`src/rtl/dacbank_pkg.sv`:
```
package dacbank_pkg;

    localparam int WORD_W   = 16;
    localparam int BIP_MSB  = 7;   // channel i bipolar bit = BIP_MSB - i
    localparam int GAIN_MSB = 11;  // channel i gain bit    = GAIN_MSB - i
    localparam int EN_BIT   = 1;
    localparam int BUF_BIT  = 0;

    localparam logic [7:0] OFS_MODE  = 8'h02;  // write: mode, read: commit codes
    localparam logic [7:0] OFS_RANGE = 8'h12;  // write: stage range, read: commit range
    localparam logic [7:0] OFS_DATA0 = 8'h14;  // first channel code slot

    typedef enum logic [1:0] {
        RNG_UNI10    = 2'd0,
        RNG_BIP5     = 2'd1,
        RNG_BIP10    = 2'd2,
        RNG_GAIN_UNI = 2'd3
    } range_e;

    typedef struct packed {
        logic mode_wr;
        logic range_wr;
        logic range_commit;
        logic code_commit;
    } strobe_t;

    typedef struct packed {
        logic enable;
        logic buffered;
    } mode_t;

    function automatic range_e range_of(input logic bip, input logic gain);
        case ({bip, gain})
            2'b11:   return RNG_BIP10;
            2'b10:   return RNG_BIP5;
            2'b00:   return RNG_UNI10;
            default: return RNG_GAIN_UNI;
        endcase
    endfunction

    function automatic logic [7:0] data_ofs(input int idx);
        return OFS_DATA0 + 8'(2 * idx);
    endfunction

endpackage

```
`src/rtl/dacbank_decode.sv`:
```
module dacbank_decode
    import dacbank_pkg::*;
#(
    parameter int ADDR_W = 8,
    parameter int NUM_CH = 4
) (
    input  logic              clk_i,
    input  logic              rst_i,
    input  logic [ADDR_W-1:0] addr_i,
    input  logic              wr_i,
    input  logic              rd_i,
    output strobe_t           strb_o,
    output logic [NUM_CH-1:0] ch_wr_o
);

    localparam logic [ADDR_W-1:0] A_MODE  = ADDR_W'(OFS_MODE);
    localparam logic [ADDR_W-1:0] A_RANGE = ADDR_W'(OFS_RANGE);

    always_comb begin
        strb_o.mode_wr      = wr_i && (addr_i == A_MODE);
        strb_o.code_commit  = rd_i && (addr_i == A_MODE);
        strb_o.range_wr     = wr_i && (addr_i == A_RANGE);
        strb_o.range_commit = rd_i && (addr_i == A_RANGE);
    end

    for (genvar i = 0; i < NUM_CH; i++) begin : g_slot
        localparam logic [ADDR_W-1:0] A_SLOT = ADDR_W'(data_ofs(i));
        assign ch_wr_o[i] = wr_i && (addr_i == A_SLOT);
    end

    // at most one channel slot decodes per access
    assert_one_slot_R8: assert property (@(posedge clk_i) disable iff (rst_i)
        $onehot0(ch_wr_o));

    // a register write never also stages a channel code
    assert_reg_vs_slot_R8: assert property (@(posedge clk_i) disable iff (rst_i)
        (strb_o.mode_wr || strb_o.range_wr) |-> (ch_wr_o == '0));

endmodule

```
`src/rtl/dacbank_ctrl.sv`:
```
module dacbank_ctrl
    import dacbank_pkg::*;
#(
    parameter int NUM_CH = 4
) (
    input  logic                clk_i,
    input  logic                rst_i,
    input  strobe_t             strb_i,
    input  logic [WORD_W-1:0]   wdata_i,
    output mode_t               mode_o,
    output logic [NUM_CH-1:0]   bipolar_o,
    output logic [NUM_CH-1:0]   gain_o,
    output logic [2*NUM_CH-1:0] range_o
);

    mode_t             mode_q;
    logic [NUM_CH-1:0] wr_bip, wr_gain;
    logic [NUM_CH-1:0] stg_bip_q, stg_gain_q;
    logic [NUM_CH-1:0] act_bip_q, act_gain_q;
    logic              unused_wbits;

    assign unused_wbits = ^wdata_i;

    for (genvar i = 0; i < NUM_CH; i++) begin : g_field
        assign wr_bip[i]        = wdata_i[BIP_MSB - i];
        assign wr_gain[i]       = wdata_i[GAIN_MSB - i];
        assign range_o[2*i +: 2] = range_of(act_bip_q[i], act_gain_q[i]);
    end

    always_ff @(posedge clk_i) begin
        if (rst_i) begin
            mode_q     <= '0;
            stg_bip_q  <= '0;
            stg_gain_q <= '0;
            act_bip_q  <= '0;
            act_gain_q <= '0;
        end else begin
            if (strb_i.mode_wr) begin
                mode_q.enable   <= wdata_i[EN_BIT];
                mode_q.buffered <= wdata_i[BUF_BIT];
            end
            if (strb_i.range_wr) begin
                stg_bip_q  <= wr_bip;
                stg_gain_q <= wr_gain;
            end
            if (strb_i.range_commit) begin
                act_bip_q  <= stg_bip_q;
                act_gain_q <= stg_gain_q;
            end
        end
    end

    assign mode_o    = mode_q;
    assign bipolar_o = act_bip_q;
    assign gain_o    = act_gain_q;

    // committed range follows the staged word
    assert_range_commit_R6: assert property (@(posedge clk_i) disable iff (rst_i)
        strb_i.range_commit |=> (bipolar_o == $past(stg_bip_q)) && (gain_o == $past(stg_gain_q)));

    // without a commit read the active range bits hold
    assert_range_hold_R6: assert property (@(posedge clk_i) disable iff (rst_i)
        !strb_i.range_commit |=> $stable(bipolar_o) && $stable(gain_o));

    // mode register takes its bits from the written word
    assert_mode_load_R5: assert property (@(posedge clk_i) disable iff (rst_i)
        strb_i.mode_wr |=> (mode_o.enable == $past(wdata_i[EN_BIT]))
                        && (mode_o.buffered == $past(wdata_i[BUF_BIT])));

endmodule

```
`src/rtl/dacbank_chan.sv`:
```
module dacbank_chan #(
    parameter int CODE_W = 12
) (
    input  logic              clk_i,
    input  logic              rst_i,
    input  logic              wr_i,
    input  logic [CODE_W-1:0] wdata_i,
    input  logic              commit_i,
    input  logic              buffered_i,
    output logic [CODE_W-1:0] active_o
);

    logic [CODE_W-1:0] stage_q, active_q;

    always_ff @(posedge clk_i) begin
        if (rst_i) begin
            stage_q  <= '0;
            active_q <= '0;
        end else begin
            if (wr_i) stage_q <= wdata_i;
            if (wr_i && !buffered_i) active_q <= wdata_i;
            else if (commit_i)       active_q <= stage_q;
        end
    end

    assign active_o = active_q;

    // buffered writes do not reach the output without a commit
    assert_buffered_hold_R2: assert property (@(posedge clk_i) disable iff (rst_i)
        (buffered_i && !commit_i) |=> $stable(active_o));

    // a commit moves the staged code to the output
    assert_commit_copy_R3: assert property (@(posedge clk_i) disable iff (rst_i)
        (commit_i && !wr_i) |=> (active_o == $past(stage_q)));

    // unbuffered write is visible the next cycle
    assert_direct_write_R4: assert property (@(posedge clk_i) disable iff (rst_i)
        (wr_i && !buffered_i) |=> (active_o == $past(wdata_i)));

endmodule

```
`src/rtl/dacbank_quad.sv`:
```
module dacbank_quad
    import dacbank_pkg::*;
#(
    parameter int ADDR_W = 8,
    parameter int NUM_CH = 4,   // at most 4: range bits sit at 7-i and 11-i
    parameter int CODE_W = 12
) (
    input  logic                     clk_i,
    input  logic                     rst_i,
    input  logic [ADDR_W-1:0]        bus_addr_i,
    input  logic                     bus_wr_i,
    input  logic                     bus_rd_i,
    input  logic [WORD_W-1:0]        bus_wdata_i,
    output logic [NUM_CH*CODE_W-1:0] dac_code_o,
    output logic [NUM_CH-1:0]        dac_bipolar_o,
    output logic [NUM_CH-1:0]        dac_gain_o,
    output logic [2*NUM_CH-1:0]      dac_range_o,
    output logic                     dac_enable_o,
    output logic                     dac_buffered_o
);

    strobe_t           strb;
    logic [NUM_CH-1:0] ch_wr;
    mode_t             mode;
    logic [CODE_W-1:0] ch_code [NUM_CH];

    dacbank_decode #(.ADDR_W(ADDR_W), .NUM_CH(NUM_CH)) u_decode (
        .clk_i   (clk_i),
        .rst_i   (rst_i),
        .addr_i  (bus_addr_i),
        .wr_i    (bus_wr_i),
        .rd_i    (bus_rd_i),
        .strb_o  (strb),
        .ch_wr_o (ch_wr)
    );

    dacbank_ctrl #(.NUM_CH(NUM_CH)) u_ctrl (
        .clk_i     (clk_i),
        .rst_i     (rst_i),
        .strb_i    (strb),
        .wdata_i   (bus_wdata_i),
        .mode_o    (mode),
        .bipolar_o (dac_bipolar_o),
        .gain_o    (dac_gain_o),
        .range_o   (dac_range_o)
    );

    for (genvar i = 0; i < NUM_CH; i++) begin : g_ch
        dacbank_chan #(.CODE_W(CODE_W)) u_chan (
            .clk_i      (clk_i),
            .rst_i      (rst_i),
            .wr_i       (ch_wr[i]),
            .wdata_i    (bus_wdata_i[CODE_W-1:0]),
            .commit_i   (strb.code_commit),
            .buffered_i (mode.buffered),
            .active_o   (ch_code[i])
        );
        assign dac_code_o[i*CODE_W +: CODE_W] = mode.enable ? ch_code[i] : '0;
    end

    assign dac_enable_o   = mode.enable;
    assign dac_buffered_o = mode.buffered;

    // disabled bank presents only zero codes
    assert_disabled_zero_R5: assert property (@(posedge clk_i) disable iff (rst_i)
        !dac_enable_o |-> (dac_code_o == '0));

endmodule

```
`config.mk`:
```
export PLATFORM = sky130hd
export DESIGN_NAME = dacbank_quad
export DESIGN_NICKNAME = d
export VERILOG_FILES = /design/src/rtl/dacbank_pkg.sv /design/src/rtl/dacbank_decode.sv /design/src/rtl/dacbank_ctrl.sv /design/src/rtl/dacbank_chan.sv /design/src/rtl/dacbank_quad.sv
export SDC_FILE = /design/constraint.sdc
export NUM_CORES = 1
export LEC_CHECK = 0
export ABC_CLOCK_PERIOD_IN_PS = 2400
export BUFFER_PORTS_ARGS = -buffer_cell sky130_fd_sc_hd__buf_2
export CORE_AREA = 2 2 114 143
export DETAILED_ROUTE_END_ITERATION = 12
export DIE_AREA = 0 0 116 145
export SETUP_SLACK_MARGIN = 0.1
export SLEW_MARGIN = 10
export SYNTH_ARGS = -nofsm -noshare
export SYNTH_HDL_FRONTEND = slang
export SYNTH_SLANG_ARGS = --single-unit
```
`constraint.sdc`:
```
create_clock -name clk_i -period 2.4 [get_ports clk_i]
set_clock_uncertainty 0.15 [all_clocks]
set_input_delay 0.72 -clock clk_i [delete_from_list [all_inputs] [get_ports clk_i]]
set_output_delay 0.72 -clock clk_i [all_outputs]
set_load 0.005 [all_outputs]
```
==> results.py <==
metrics = {
    "clock_network": {
        "cts_tree": "yes",
        "cts_hold_buf": 0,
        "clkSinkCount": 114,
        "cts_root_buf": "clkbuf_16",
        "clkLatencyLatePin_ns": 0.41,
        "path_clk_slew_ns": 0.05,
        "cts_buffers": 17,
        "max-clock-path-buffers": 2,
        "htreeDepth": 4,
    },
    "pwr": {
        "p_leak_uw": 0.00291,
        "ir_drop_mv": 0.418,
        "p_total_uw": 4380,
        "p_per_area_mw_per_mm2": 698,
    },
    "critical_path": {
        "worst-r2r-setup-slack_ns": 0.63,
        "crit_start": "u_ctrl.bipolar_o[3]",
        "critPathArrivalTime_ns": 1.39,
        "crit_chain": "inv_2 -> ha_1 -> or2_2 -> buf_2",
        "r2r-end": "g_ch[0].u_chan.active_o[6]",
        "crit_fanout": 4,
        "reg2reg_depth": 4,
        "end_kind": "output port",
        "endpoint": "dac_range_o[7]",
        "critPathKind": "flip-flop to output port",
        "start_kind": "flip-flop",
        "cp_slowest_cell": "dfxtp_2",
        "cp.required_ns": 1.53,
        "max_stage_delay_ns": 0.36,
        "rr_startpoint": "u_ctrl.mode_o[0]",
    },
    "global_route": {
        "grt_pass1_wl_um": 20400,
        "first_global_vias": 3974,
        "globalRoute.totalOverflow": 0,
        "grt_start_max_net_pins": 49,
        "antenna_found_initial": 0,
        "track_usage": 0.157,
    },
    "yosys": {
        "syn_avg_cell_area_um2": 8.70,
        "synthDistinctLibCells": 25,
        "synthCells": 577,
        "yosysTopAreaCellShare": 0.455,
        "synth_fp_nets": 613,
        "yosysSeqAreaShare": 0.455,
        "ys_ff_latch": 114,
        "yosysTopAreaCell": "dfxtp_1",
        "synth_area_mm2": 0.00502,
        "synth_area_leaders": "dfxtp_1 45%, mux2i_1 13%, nor2_1 8.0%",
        "yosysWarnings": 0,
    },
    "timing": {
        "finalSetupTns_ns": 0,
        "relSlewSlack": 0.695,
        "finalSetupViolCount": 0,
        "grt_setup_unrepaired": "yes",
        "fin_crit_ns": 2.26,
        "min_period_over_period": 0.941,
        "clock.fmax_ghz": 0.443,
        "final_hold_viol_count": 0,
        "worst_slew_pin_slew_ns": 0.452,
        "layout_setup_ws_ns": 0.141,
        "slew_viol_final": 0,
    },
    "floorplan": {
        "die_area_mm2": 0.0168,
        "start_util": 0.325,
        "rows": 51,
        "ios": 94,
        "dieHeight_um": 145,
        "core_mm2": 0.0154,
        "die_w_um": 116,
    },
    "cells_and_area": {
        "layout_commonest_cell": "dfxtp_1",
        "layout_common_cells": "110 x dfxtp_1, 107 x nor2_1, 86 x buf_2",
        "syn2layout_area_growth_pct": 24.9,
        "drive_gt1_frac": 0.224,
        "insertedDiodeCount": 0,
        "nets": 686,
        "final_core_util": 0.406,
    },
    "route": {
        "wirelength_um": 13000,
        "drt_drc_violations_left": 0,
        "wl_per_cell_um": 14.8,
        "viasPerCell": 4.81,
        "drtAntennaViolNets": 0,
        "vias": 4206,
        "drtIter0Drc": 341,
        "drtPass1Iterations": 4,
    },
    "placed_design": {
        "pre_cts_ws_ns": 0.0464,
        "io_buffers": 89,
        "gp_congestion": 0.749,
        "dpl.hpwl_um": 8490,
    },
    "run_status": {
        "status": "finished clean",
    },
    "hold_path": {
        "min_from": "g_ch[0].u_chan.active_o[3]",
        "whs_path_depth": 2,
        "worstHoldPathType": "flip-flop to flip-flop",
    },
    "run": {
        "maxCapViolCount": 0,
    },
}
## metal layers
layer	routed length, um	global-route usage	up-vias	share of wire
met4	116	0.0589	0	0.0090
met2	6440	0.255	117	0.50
met5	0	0	-	0
li1	-	-	2085	-
met3	927	0.0430	10	0.072
met1	5470	0.198	1994	0.42
## through the flow
| step | instances | hold slack (ns) | instance area, um^2 |
|---|---|---|---|
| 6_report | 874 | 0.318 | 6270 |
| 5_1_grt | 874 | 0.342 | 6270 |
| 4_1_cts | 872 | 0.320 | 6230 |
| 3_5_place_dp | 841 | 0.312 | 5670 |
| 3_3_place_gp | 841 | 0.312 | 5670 |
| 2_1_floorplan | 577 | 0.293 | 5020 |
## what timing repair did
| action | 4_1_cts | 5_1_grt |
|---|---|---|
| setup buffers | 0 | 2 |
| setup endpoints to repair | 4 | 4 |
| gates resized for setup | 4 | 6 |
## worst max-delay path: cells and delay by family (launching register included)
kind | cells | cell delay [ns]
adder cells (fa/ha/maj) | 1 | 0.18
buffers and inverters | 2 | 0.17
flip-flops | 1 | 0.36
AND/OR/NAND/NOR | 1 | 0.28
## flip-flops by register name, summed over array words and instances, names as in the netlist
register and flops:
g_ch.u_chan.active_o 48, g_ch.u_chan.stage_q 48, u_ctrl.bipolar_o 4, u_ctrl.gain_o 4
u_ctrl.stg_bip_q 4, u_ctrl.stg_gain_q 4, u_ctrl.mode_o 2
## area by class of cell
cell class | instances | area [um^2]
Clock buffer | 26 | 509
Timing Repair Buffer | 110 | 668
Clock inverter | 5 | 50.0
Fill cell | 1577 | 9170
Tap cell | 212 | 265
Multi-Input combinational cell | 399 | 2460
Sequential cell | 114 | 2290
Inverter | 8 | 30.0
## report_power, final
part           internal [uW]  switching [uW]
clock                   1540             804
sequential              1900            1.42
combinational           36.2            94.6
## cells by family (layout without fill, tap and decap cells)
family / Yosys count / after routing / share of synthesized area
adder cells (fa/ha/maj): 8 / 8 / 0.0199
AND/OR/NAND/NOR: 268 / 268 / 0.247
buffers and inverters: 64 / 149 / 0.0568
flip-flops: 114 / 114 / 0.455
AO/OA/AOI/OAI: 57 / 57 / 0.0905
multiplexers: 66 / 66 / 0.132
## worst min path at each step
| stage | end | slack [ns] |
|---|---|---|
| after global placement | g_ch[2].u_chan.active_o[2] | 0.31 |
| after floorplan | g_ch[0].u_chan.active_o[0] | 0.29 |
| after global routing | g_ch[0].u_chan.active_o[7] | 0.34 |
| final | g_ch[0].u_chan.active_o[3] | 0.32 |
| after detailed placement | g_ch[0].u_chan.active_o[3] | 0.31 |
| after CTS | g_ch[0].u_chan.active_o[3] | 0.32 |
## cell usage after synthesis
| cell type | count |
|---|---|
| or2_2 | 4 |
| buf_4 | 2 |
| and4b_1 | 1 |
| mux2i_1 | 66 |
| a311oi_1 | 39 |
| inv_1 | 8 |
| and2_1 | 48 |
| clkbuf_1 | 34 |
| and4_1 | 2 |
| and3_1 | 1 |
| nand3_1 | 17 |
| nor4bb_1 | 2 |
| nand2_1 | 78 |
| dfxtp_1 | 114 |
| nor4_4 | 1 |
| a22oi_1 | 9 |
| nand4_1 | 2 |
| nor2b_1 | 2 |
| buf_2 | 18 |
| nor4b_2 | 1 |
| a21oi_1 | 9 |
| and3b_1 | 2 |
| ha_1 | 8 |
| nor2_1 | 107 |
| buf_6 | 2 |
(Power assumes the default switching activity.)
